--- src/rtl/irq_pacer_pkg.sv ---
package irq_pacer_pkg;
  localparam int CNT_W  = 16;
  localparam int DATA_W = 2 * CNT_W;
  localparam int EN_BIT = 1;
  localparam int PD_BIT = 0;
endpackage

--- src/rtl/irq_pacer_ctrl.sv ---
module irq_pacer_ctrl (
  input  logic       clk,
  input  logic       rst,
  input  logic       ctl_wr,
  input  logic [1:0] ctl_bits,
  input  logic       cnt_zero,
  input  logic       ring_ne,
  input  logic       busy,
  output logic       en_q,
  output logic       pend_q,
  output logic       clr_pulse
);
  import irq_pacer_pkg::*;

  logic set_cond;

  assign clr_pulse = ctl_wr && ctl_bits[PD_BIT];
  assign set_cond  = en_q && cnt_zero && ring_ne && !busy;

  always_ff @(posedge clk) begin
    if (rst) begin
      en_q   <= 1'b0;
      pend_q <= 1'b0;
    end else begin
      if (ctl_wr) en_q <= ctl_bits[EN_BIT];
      if (clr_pulse)     pend_q <= 1'b0;
      else if (set_cond) pend_q <= 1'b1;
    end
  end


  pend_set_chk: assert property (@(posedge clk) disable iff (rst)
    (en_q && cnt_zero && ring_ne && !busy && !clr_pulse) |=> pend_q);

  pend_clr_chk: assert property (@(posedge clk) disable iff (rst)
    clr_pulse |=> !pend_q);

  pend_no_set_off_chk: assert property (@(posedge clk) disable iff (rst)
    (!en_q && !pend_q) |=> !pend_q);
endmodule

--- src/rtl/irq_pacer_cnt.sv ---
module irq_pacer_cnt #(
  parameter int CNT_W        = 16,
  parameter int INTERVAL_RST = 4000
) (
  input  logic               clk,
  input  logic               rst,
  input  logic               mod_wr,
  input  logic [2*CNT_W-1:0] wdata,
  input  logic               reload,
  input  logic               tick,
  output logic [CNT_W-1:0]   interval_q,
  output logic [CNT_W-1:0]   cnt_q
);
  localparam logic [CNT_W-1:0] ONE = CNT_W'(1);

  always_ff @(posedge clk) begin
    if (rst) begin
      interval_q <= CNT_W'(INTERVAL_RST);
      cnt_q      <= '0;
    end else begin
      if (mod_wr) interval_q <= wdata[CNT_W-1:0];
      if (mod_wr)                     cnt_q <= wdata[2*CNT_W-1:CNT_W];
      else if (reload)                cnt_q <= interval_q;
      else if (tick && cnt_q != '0)   cnt_q <= cnt_q - ONE;
    end
  end


  cnt_no_wrap_chk: assert property (@(posedge clk) disable iff (rst)
    (cnt_q == '0 && !mod_wr && !reload) |=> cnt_q == '0);

  cnt_step_chk: assert property (@(posedge clk) disable iff (rst)
    (tick && cnt_q != '0 && !mod_wr && !reload) |=> cnt_q == $past(cnt_q) - ONE);

  cnt_reload_chk: assert property (@(posedge clk) disable iff (rst)
    (reload && !mod_wr) |=> cnt_q == $past(interval_q));

  cnt_sw_wr_chk: assert property (@(posedge clk) disable iff (rst)
    mod_wr |=> cnt_q == $past(wdata[2*CNT_W-1:CNT_W]));
endmodule

--- src/rtl/irq_pacer_qual.sv ---
module irq_pacer_qual (
  input  logic clk,
  input  logic rst,
  input  logic cnt_zero,
  input  logic ring_ne,
  input  logic en,
  input  logic pend,
  input  logic busy,
  output logic irq_q
);
  always_ff @(posedge clk) begin
    if (rst) irq_q <= 1'b0;
    else     irq_q <= cnt_zero && ring_ne && en && pend && !busy;
  end


  irq_off_chk: assert property (@(posedge clk) disable iff (rst)
    !en |=> !irq_q);

  irq_busy_chk: assert property (@(posedge clk) disable iff (rst)
    busy |=> !irq_q);
endmodule

--- src/rtl/irq_pacer.sv ---
module irq_pacer #(
  parameter int ADDR_W       = 4,
  parameter int INTERVAL_RST = 4000,
  parameter int CTL_OFS      = 0,
  parameter int MOD_OFS      = 4
) (
  input  logic                              clk,
  input  logic                              rst,
  input  logic                              bus_we,
  input  logic [ADDR_W-1:0]                 bus_addr,
  input  logic [irq_pacer_pkg::DATA_W-1:0]  bus_wdata,
  output logic [irq_pacer_pkg::DATA_W-1:0]  bus_rdata,
  input  logic                              tick_i,
  input  logic                              ring_ne_i,
  input  logic                              busy_i,
  output logic                              irq_o
);
  import irq_pacer_pkg::*;

  logic             ctl_sel, mod_sel;
  logic             en_q, pend_q, clr_pulse, cnt_zero;
  logic [CNT_W-1:0] interval_q, cnt_q;

  assign ctl_sel  = bus_addr == ADDR_W'(CTL_OFS);
  assign mod_sel  = bus_addr == ADDR_W'(MOD_OFS);
  assign cnt_zero = cnt_q == '0;

  irq_pacer_ctrl u_ctrl (
    .clk       (clk),
    .rst       (rst),
    .ctl_wr    (bus_we && ctl_sel),
    .ctl_bits  (bus_wdata[1:0]),
    .cnt_zero  (cnt_zero),
    .ring_ne   (ring_ne_i),
    .busy      (busy_i),
    .en_q      (en_q),
    .pend_q    (pend_q),
    .clr_pulse (clr_pulse)
  );

  irq_pacer_cnt #(.CNT_W(CNT_W), .INTERVAL_RST(INTERVAL_RST)) u_cnt (
    .clk        (clk),
    .rst        (rst),
    .mod_wr     (bus_we && mod_sel),
    .wdata      (bus_wdata),
    .reload     (clr_pulse),
    .tick       (tick_i),
    .interval_q (interval_q),
    .cnt_q      (cnt_q)
  );

  irq_pacer_qual u_qual (
    .clk      (clk),
    .rst      (rst),
    .cnt_zero (cnt_zero),
    .ring_ne  (ring_ne_i),
    .en       (en_q),
    .pend     (pend_q),
    .busy     (busy_i),
    .irq_q    (irq_o)
  );

  always_ff @(posedge clk) begin
    if (rst)          bus_rdata <= '0;
    else if (ctl_sel) bus_rdata <= {{(DATA_W-2){1'b0}}, en_q, pend_q};
    else if (mod_sel) bus_rdata <= {cnt_q, interval_q};
    else              bus_rdata <= '0;
  end


  rd_reserved_chk: assert property (@(posedge clk) disable iff (rst)
    ctl_sel |=> bus_rdata[DATA_W-1:2] == '0);
endmodule

--- config.mk ---
export PLATFORM = sky130hd
export DESIGN_NAME = irq_pacer
export DESIGN_NICKNAME = d
export VERILOG_FILES = /design/src/rtl/irq_pacer_pkg.sv /design/src/rtl/irq_pacer_ctrl.sv /design/src/rtl/irq_pacer_cnt.sv /design/src/rtl/irq_pacer_qual.sv /design/src/rtl/irq_pacer.sv
export SDC_FILE = /design/constraint.sdc
export NUM_CORES = 1
export LEC_CHECK = 0
export ABC_AREA = 1
export ABC_CLOCK_PERIOD_IN_PS = 3550
export BUFFER_PORTS_ARGS = -buffer_cell sky130_fd_sc_hd__clkbuf_2
export CAP_MARGIN = 15
export CORE_ASPECT_RATIO = 0.6
export CORE_UTILIZATION = 35
export CTS_CLUSTER_SIZE = 20
export DETAILED_ROUTE_END_ITERATION = 8
export HOLD_SLACK_MARGIN = 0.02
export MAX_ROUTING_LAYER = met4
export SLEW_MARGIN = 10
export SYNTH_ARGS = -nofsm -noshare
export SYNTH_HDL_FRONTEND = slang
export SYNTH_SLANG_ARGS = --single-unit
export TNS_END_PERCENT = 1
--- constraint.sdc ---
create_clock -name clk -period 3.55 [get_ports clk]
set_input_delay 0.5325 -clock clk [delete_from_list [all_inputs] [get_ports clk]]
set_output_delay 0.5325 -clock clk [all_outputs]
set_load 0.05 [all_outputs]
Yosys cells after proc, flatten, opt, wreduce, memory -nomap -nowiden
Index checks and enable logic that the tools add are counted.
{"block": "totals", "ff_bits": 67, "output_inout_bits": 33, "word_cells": 33}
{"block": "classes", "n_addsub": 1, "n_eq_ne": 1, "mux": 5, "n_bitwise": 1, "n_reduce_logical": 18}
{"cell": "16-bit 2-to-1 mux", "count": 3}
{"cell": "16-bit logical NOT", "count": 1}
{"cell": "16-bit nonzero test", "count": 1}
{"cell": "16-bit by 1-bit subtractor with 16-bit output, second input constant", "count": 1}
{"cell": "1-bit logical AND", "count": 11}
{"cell": "4-bit by 3-bit equality test with 1-bit output, second input constant", "count": 1}
{"cell": "4-bit logical NOT", "count": 1}
{"cell": "2-bit 2-to-1 mux", "count": 2}
{"cell": "3-bit nonzero test", "count": 1}
{"cell": "3-bit OR reduction", "count": 1}
{"cell": "2-bit OR reduction", "count": 1}
{"cell": "1-bit logical NOT", "count": 1}
{"cell": "1-bit NOT", "count": 1}

Depth between registers and ports, before layout
{"block": "logic_depth", "ltp_word": 5, "mapped_depth": 11, "mapped_depth_nobuf": 11}

Cells and area by module
Synthesis repeated with hierarchy kept, for this count alone.
{"block": "unflattened", "hier_cells": 480, "hier_area_um2": 3495.9}
{"module": "irq_pacer_cnt", "n_inst": 1, "cells_each": 329, "area_each_um2": 2034.5, "seq_area_each_um2": 640.6}
{"module": "irq_pacer", "n_inst": 1, "cells_each": 127, "area_each_um2": 1310.0, "seq_area_each_um2": 640.6}
{"module": "irq_pacer_ctrl", "n_inst": 1, "cells_each": 16, "area_each_um2": 102.6, "seq_area_each_um2": 40.0}
{"module": "irq_pacer_qual", "n_inst": 1, "cells_each": 8, "area_each_um2": 48.8, "seq_area_each_um2": 20.0}

Worst setup path before layout
OpenSTA, ideal clock, no wires.
{"block": "synth_path", "path_type": "register to register", "start": "register u_cnt.cnt_q[0]", "end": "register u_cnt.cnt_q[9]", "setup_ns": 0.119, "arrival_ns": 1.379, "slack_ns": 2.052, "stages_incl_launch_ff": 11, "period_less_slack_ns": 1.498, "cell_sequence": "dfxtp_1 inv_1 ha_1 nand3_4 nor2_2 nand2_1 nand2_4 nand2_4 buf_6 o21ai_0 a21oi_1"}
{"block": "synth_via", "elab_chain_cells": 4}
{"item": "start, declared", "line": "irq_pacer_cnt.sv:12", "text": "output logic [CNT_W-1:0] cnt_q"}
{"item": "start signal, assigned", "line": "irq_pacer_cnt.sv:22", "text": "if (mod_wr) cnt_q <= wdata[2*CNT_W-1:CNT_W];"}
{"item": "start signal, assigned", "line": "irq_pacer_cnt.sv:23", "text": "else if (reload) cnt_q <= interval_q;"}
{"item": "start signal, assigned", "line": "irq_pacer_cnt.sv:24", "text": "else if (tick && cnt_q != '0) cnt_q <= cnt_q - ONE;"}
{"item": "16-bit by 1-bit subtractor with 16-bit output", "line": "irq_pacer_cnt.sv:24"}
{"item": "16-bit 2-to-1 mux", "line": "irq_pacer_cnt.sv:24"}
{"item": "16-bit 2-to-1 mux", "line": "irq_pacer_cnt.sv:23"}
{"item": "16-bit 2-to-1 mux", "line": "irq_pacer_cnt.sv:22"}
Several ways; a longest one is shown, not always the timed one. The select of a mux whose other input is x is not followed.
A chain may end at the register's enable or synchronous reset.

Worst setup path in the final report
{"block": "layout_path", "start": "input bus_addr[1]", "end": "register u_cnt.cnt_q[5]"}
{"block": "layout_via", "elab_chain_cells": 5}
{"item": "start, declared", "line": "irq_pacer.sv:10", "text": "input logic [ADDR_W-1:0] bus_addr,"}
{"item": "4-bit logical NOT", "line": "irq_pacer.sv:24", "text": "assign ctl_sel = bus_addr == ADDR_W'(CTL_OFS);"}
{"item": "1-bit logical AND", "line": "irq_pacer.sv:31", "text": ".ctl_wr (bus_we && ctl_sel),"}
{"item": "1-bit logical AND", "line": "irq_pacer_ctrl.sv:17", "text": "assign clr_pulse = ctl_wr && ctl_bits[PD_BIT];"}
{"item": "16-bit 2-to-1 mux", "line": "irq_pacer_cnt.sv:23"}
{"item": "16-bit 2-to-1 mux", "line": "irq_pacer_cnt.sv:22"}
Several ways; a longest one is shown, not always the timed one.

==> impl_metrics.env <==
export IMPL_status="finished clean"
export IMPL_tightest_slew_ns=0.651
export IMPL_setup_viol_count_final=0
export IMPL_multiInputGateArea_um2=1220
export IMPL_grt_max_degree=33
export IMPL_critical_path_buf_inv_count=3
export IMPL_dp_hpwl_mm=5.60
export IMPL_ys_seq_area_share_pct=47.1
export IMPL_synth_top_area_share_pct=47.1
export IMPL_fill_cells=840
export IMPL_worst_setup_hold_path_clk_slew_ns=0.06
export IMPL_place_inst=561
export IMPL_die_w_um=118
export IMPL_detail_route_iter0_violations=183
export IMPL_peakVddDrop_v=0.000253
export IMPL_syn2layout_area_growth_pct=25.9
export IMPL_yosysTopAreaCell="dfxtp_1"
export IMPL_synthesis_area_um2=2850
export IMPL_ys_async_sr_fraction_pct=0
export IMPL_postCtsSetupBuffers=0
export IMPL_r2r_cells=8
export IMPL_antenna_left=0
export IMPL_cts_root_buf="clkbuf_16"
export IMPL_powerDensity_nw_per_um2=573
export IMPL_fmaxAchievable_mhz=499
export IMPL_antenna_found_initial=0
export IMPL_routedWlPerCell_um=13.3
export IMPL_drc=0
export IMPL_finalNetCount=507
export IMPL_grt_pass1_wl_mm=12.5
export IMPL_fin_cells=577
export IMPL_fin_skew_ns=0.00671
export IMPL_grt_use_total_pct=20.0
export IMPL_synth_area_top_cells="dfxtp_1 47%, nand2_1 8.8%, nor2_1 8.7%, inv_1 6.5%, a21oi_1 5.8%"
export IMPL_ios=75
export IMPL_placementRows=25
export IMPL_finalSetupTns_ns=0
export IMPL_synth_top_flop_cell="dfxtp_1"
export IMPL_via_count=2674
export IMPL_timing_slew_headroom_pct=56.2
export IMPL_clkSinkCount=67
export IMPL_critPathTopFamily="simple AND/OR/NAND/NOR gates"
export IMPL_syn_avg_cell_area_um2=7.29
export IMPL_finalCriticalPeriod_ns=2.00
export IMPL_r2r_slack_ns=1.61
export IMPL_fin_crit_sh_pct=56.4
export IMPL_final_layout_size_suffix_gt1_share_pct=23.0
export IMPL_clockBufferDepth=2
export IMPL_path_common_cell="nor2_1"
export IMPL_hold_path_depth=3
export IMPL_drv_slew=0
export IMPL_n_antenna_cell=0
export IMPL_arrival_ns=2.22
export IMPL_ff_latch_area_um2=1340
export IMPL_post_cts_resized=0
export IMPL_hold_end="u_cnt.interval_q[7]$_SDFFE_PP1P_"
export IMPL_cts_tree="built"
export IMPL_synth_edf_count=0
export IMPL_cp_end_kind="flip-flop"
export IMPL_path_cells="clkbuf_2, nor2_4, nand3_2, nand2_2, inv_2, nand2_4, inv_1, nor2_1, nor2_1"
export IMPL_synth_cell_type_count=32
export IMPL_crit_required_ns=3.77
export IMPL_gp_congestion=0.875
export IMPL_port_buffers=74
export IMPL_synth_cells=391
export IMPL_dieArea_um2=8520
export IMPL_r2r_start="u_cnt.cnt_q[0]$_SDFFE_PP0P_"
export IMPL_max_stage_delay_ns=0.39
export IMPL_holdCritStartpoint="bus_wdata[7]"
export IMPL_yosysWarnings=0
export IMPL_regToRegEndpoint="u_ctrl.pend_q$_SDFFE_PP0P_"
export IMPL_fp_dieH_um=71.9
export IMPL_wl_mm=7.68
export IMPL_synth_seq_cells=67
export IMPL_hold_buffers=0
export IMPL_leakagePower_nw=1.71
export IMPL_start_util_pct=36.1
export IMPL_rsz0062_at_grt="false"
export IMPL_h_tree_depth=3
export IMPL_synthTopCellsByCount="67 x dfxtp_1, 67 x nand2_1, 66 x nor2_1"
export IMPL_crit_path_top_delay_cell="nand3_2"
export IMPL_cp_max_fo=24
export IMPL_worstSetupStartpointType="primary input"
export IMPL_drt_pass1_iter_count=4
export IMPL_viasPerCell=4.63
export IMPL_insertion_delay_ns=0.33
export IMPL_hold_violations=0
export IMPL_critPathKind="primary input to flip-flop"
export IMPL_fp_coreArea_um2=7880
export IMPL_overflow=0
export IMPL_cts_made_buffers=9
export IMPL_maxCapViolations=0
export IMPL_synth_nets=434
export IMPL_hp_class="primary input to flip-flop"
export IMPL_grt_pass1_vias=2519
==> registers in the layout, summed over array words and instances (netlist names) <==
| signal | cells |
|---|---|
| u_ctrl.pend_q | 1 |
| u_cnt.interval_q | 16 |
| bus_rdata | 32 |
| u_cnt.cnt_q | 16 |
| u_ctrl.en_q | 1 |
| u_qual.irq_q | 1 |
==> cells in the final DEF, fill, tap and decap left out, drive strengths merged, types with 2 or more instances in the layout <==
cell type	count
xor2	4
nand2	70
clkinv	4
nor2	70
clkbuf	83
or2	2
dfxtp	67
o21ai	42
o22ai	4
clkinvlp	2
a21oi	33
buf	4
inv	51
nor3	2
o21bai	3
nand3	17
o211ai	4
==> tightest hold or removal path, cell delays in order <==
cell	delay [ns]
clkbuf_2	0.07
nand2_1	0.04
nand3_1	0.05
==> stage by stage <==
step	power [mW]	util [%]	instance area, um2	setup WS (ns)	hold WS (ns)
after floorplan	1.10	-	2850	2.05	0.408
after global placement	1.19	41.8	3290	1.31	0.426
after detailed placement	1.19	41.8	3290	1.23	0.421
after CTS	2.07	45.5	3590	1.58	0.395
after global routing	2.17	45.5	3590	1.30	0.416
final	2.06	45.5	3590	1.55	0.404
==> area by class of cell <==
class	instances	area share, %
Sequential cell	67	37.4
Clock buffer	9	6.28
Timing Repair Buffer	78	11.2
Inverter	51	5.34
Multi-Input combinational cell	257	34.1
Clock inverter	7	1.92
Tap cell	108	3.77
==> power by group <==
part,switching [mW],internal (mW),leakage (nW),total [mW]
sequential,0.0388,0.786,0.544,0.825
combinational,0.234,0.127,1.02,0.361
clock,0.330,0.540,0.141,0.870
total,0.602,1.45,1.71,2.06
==> worst max-delay path by stage <==
stage / endpoint / depth (start not counted) / start / slack [ns]
global route: u_cnt.cnt_q[5]$_SDFFE_PP0P_ / 10 / bus_addr[2] / 1.30
global placement: u_cnt.cnt_q[5]$_SDFFE_PP0P_ / 10 / bus_addr[2] / 1.31
finish: u_cnt.cnt_q[5]$_SDFFE_PP0P_ / 9 / bus_addr[1] / 1.55
CTS: u_cnt.cnt_q[5]$_SDFFE_PP0P_ / 9 / bus_addr[1] / 1.58
detailed placement: u_cnt.cnt_q[5]$_SDFFE_PP0P_ / 9 / bus_addr[1] / 1.23
floorplan: u_cnt.cnt_q[9]$_SDFFE_PP0P_ / 10 / u_cnt.cnt_q[0]$_SDFFE_PP0P_ / 2.05
==> per-layer routing <==
| metal | track usage, % | part of all wire (%) | vias up |
|---|---|---|---|
| li1 | - | - | 1389 |
| met1 | 27.6 | 51 | 1181 |
| met2 | 27.1 | 41 | 98 |
| met3 | 6.61 | 7.4 | 6 |
| met4 | 6.33 | 0.68 | 0 |
| met5 | - | 0 | - |
==> cells by family after synthesis <==
| kind of cell | share of synthesized area (%) |
|---|---|
| XOR/XNOR | 1.23 |
| buffers and inverters | 9.93 |
| AND/OR/NAND/NOR | 24.9 |
| AO/OA/AOI/OAI | 16.5 |
| flip-flops | 47.1 |
| adder cells (fa/ha/maj) | 0.439 |
No activity file was read; power rests on OpenSTA's default activity.
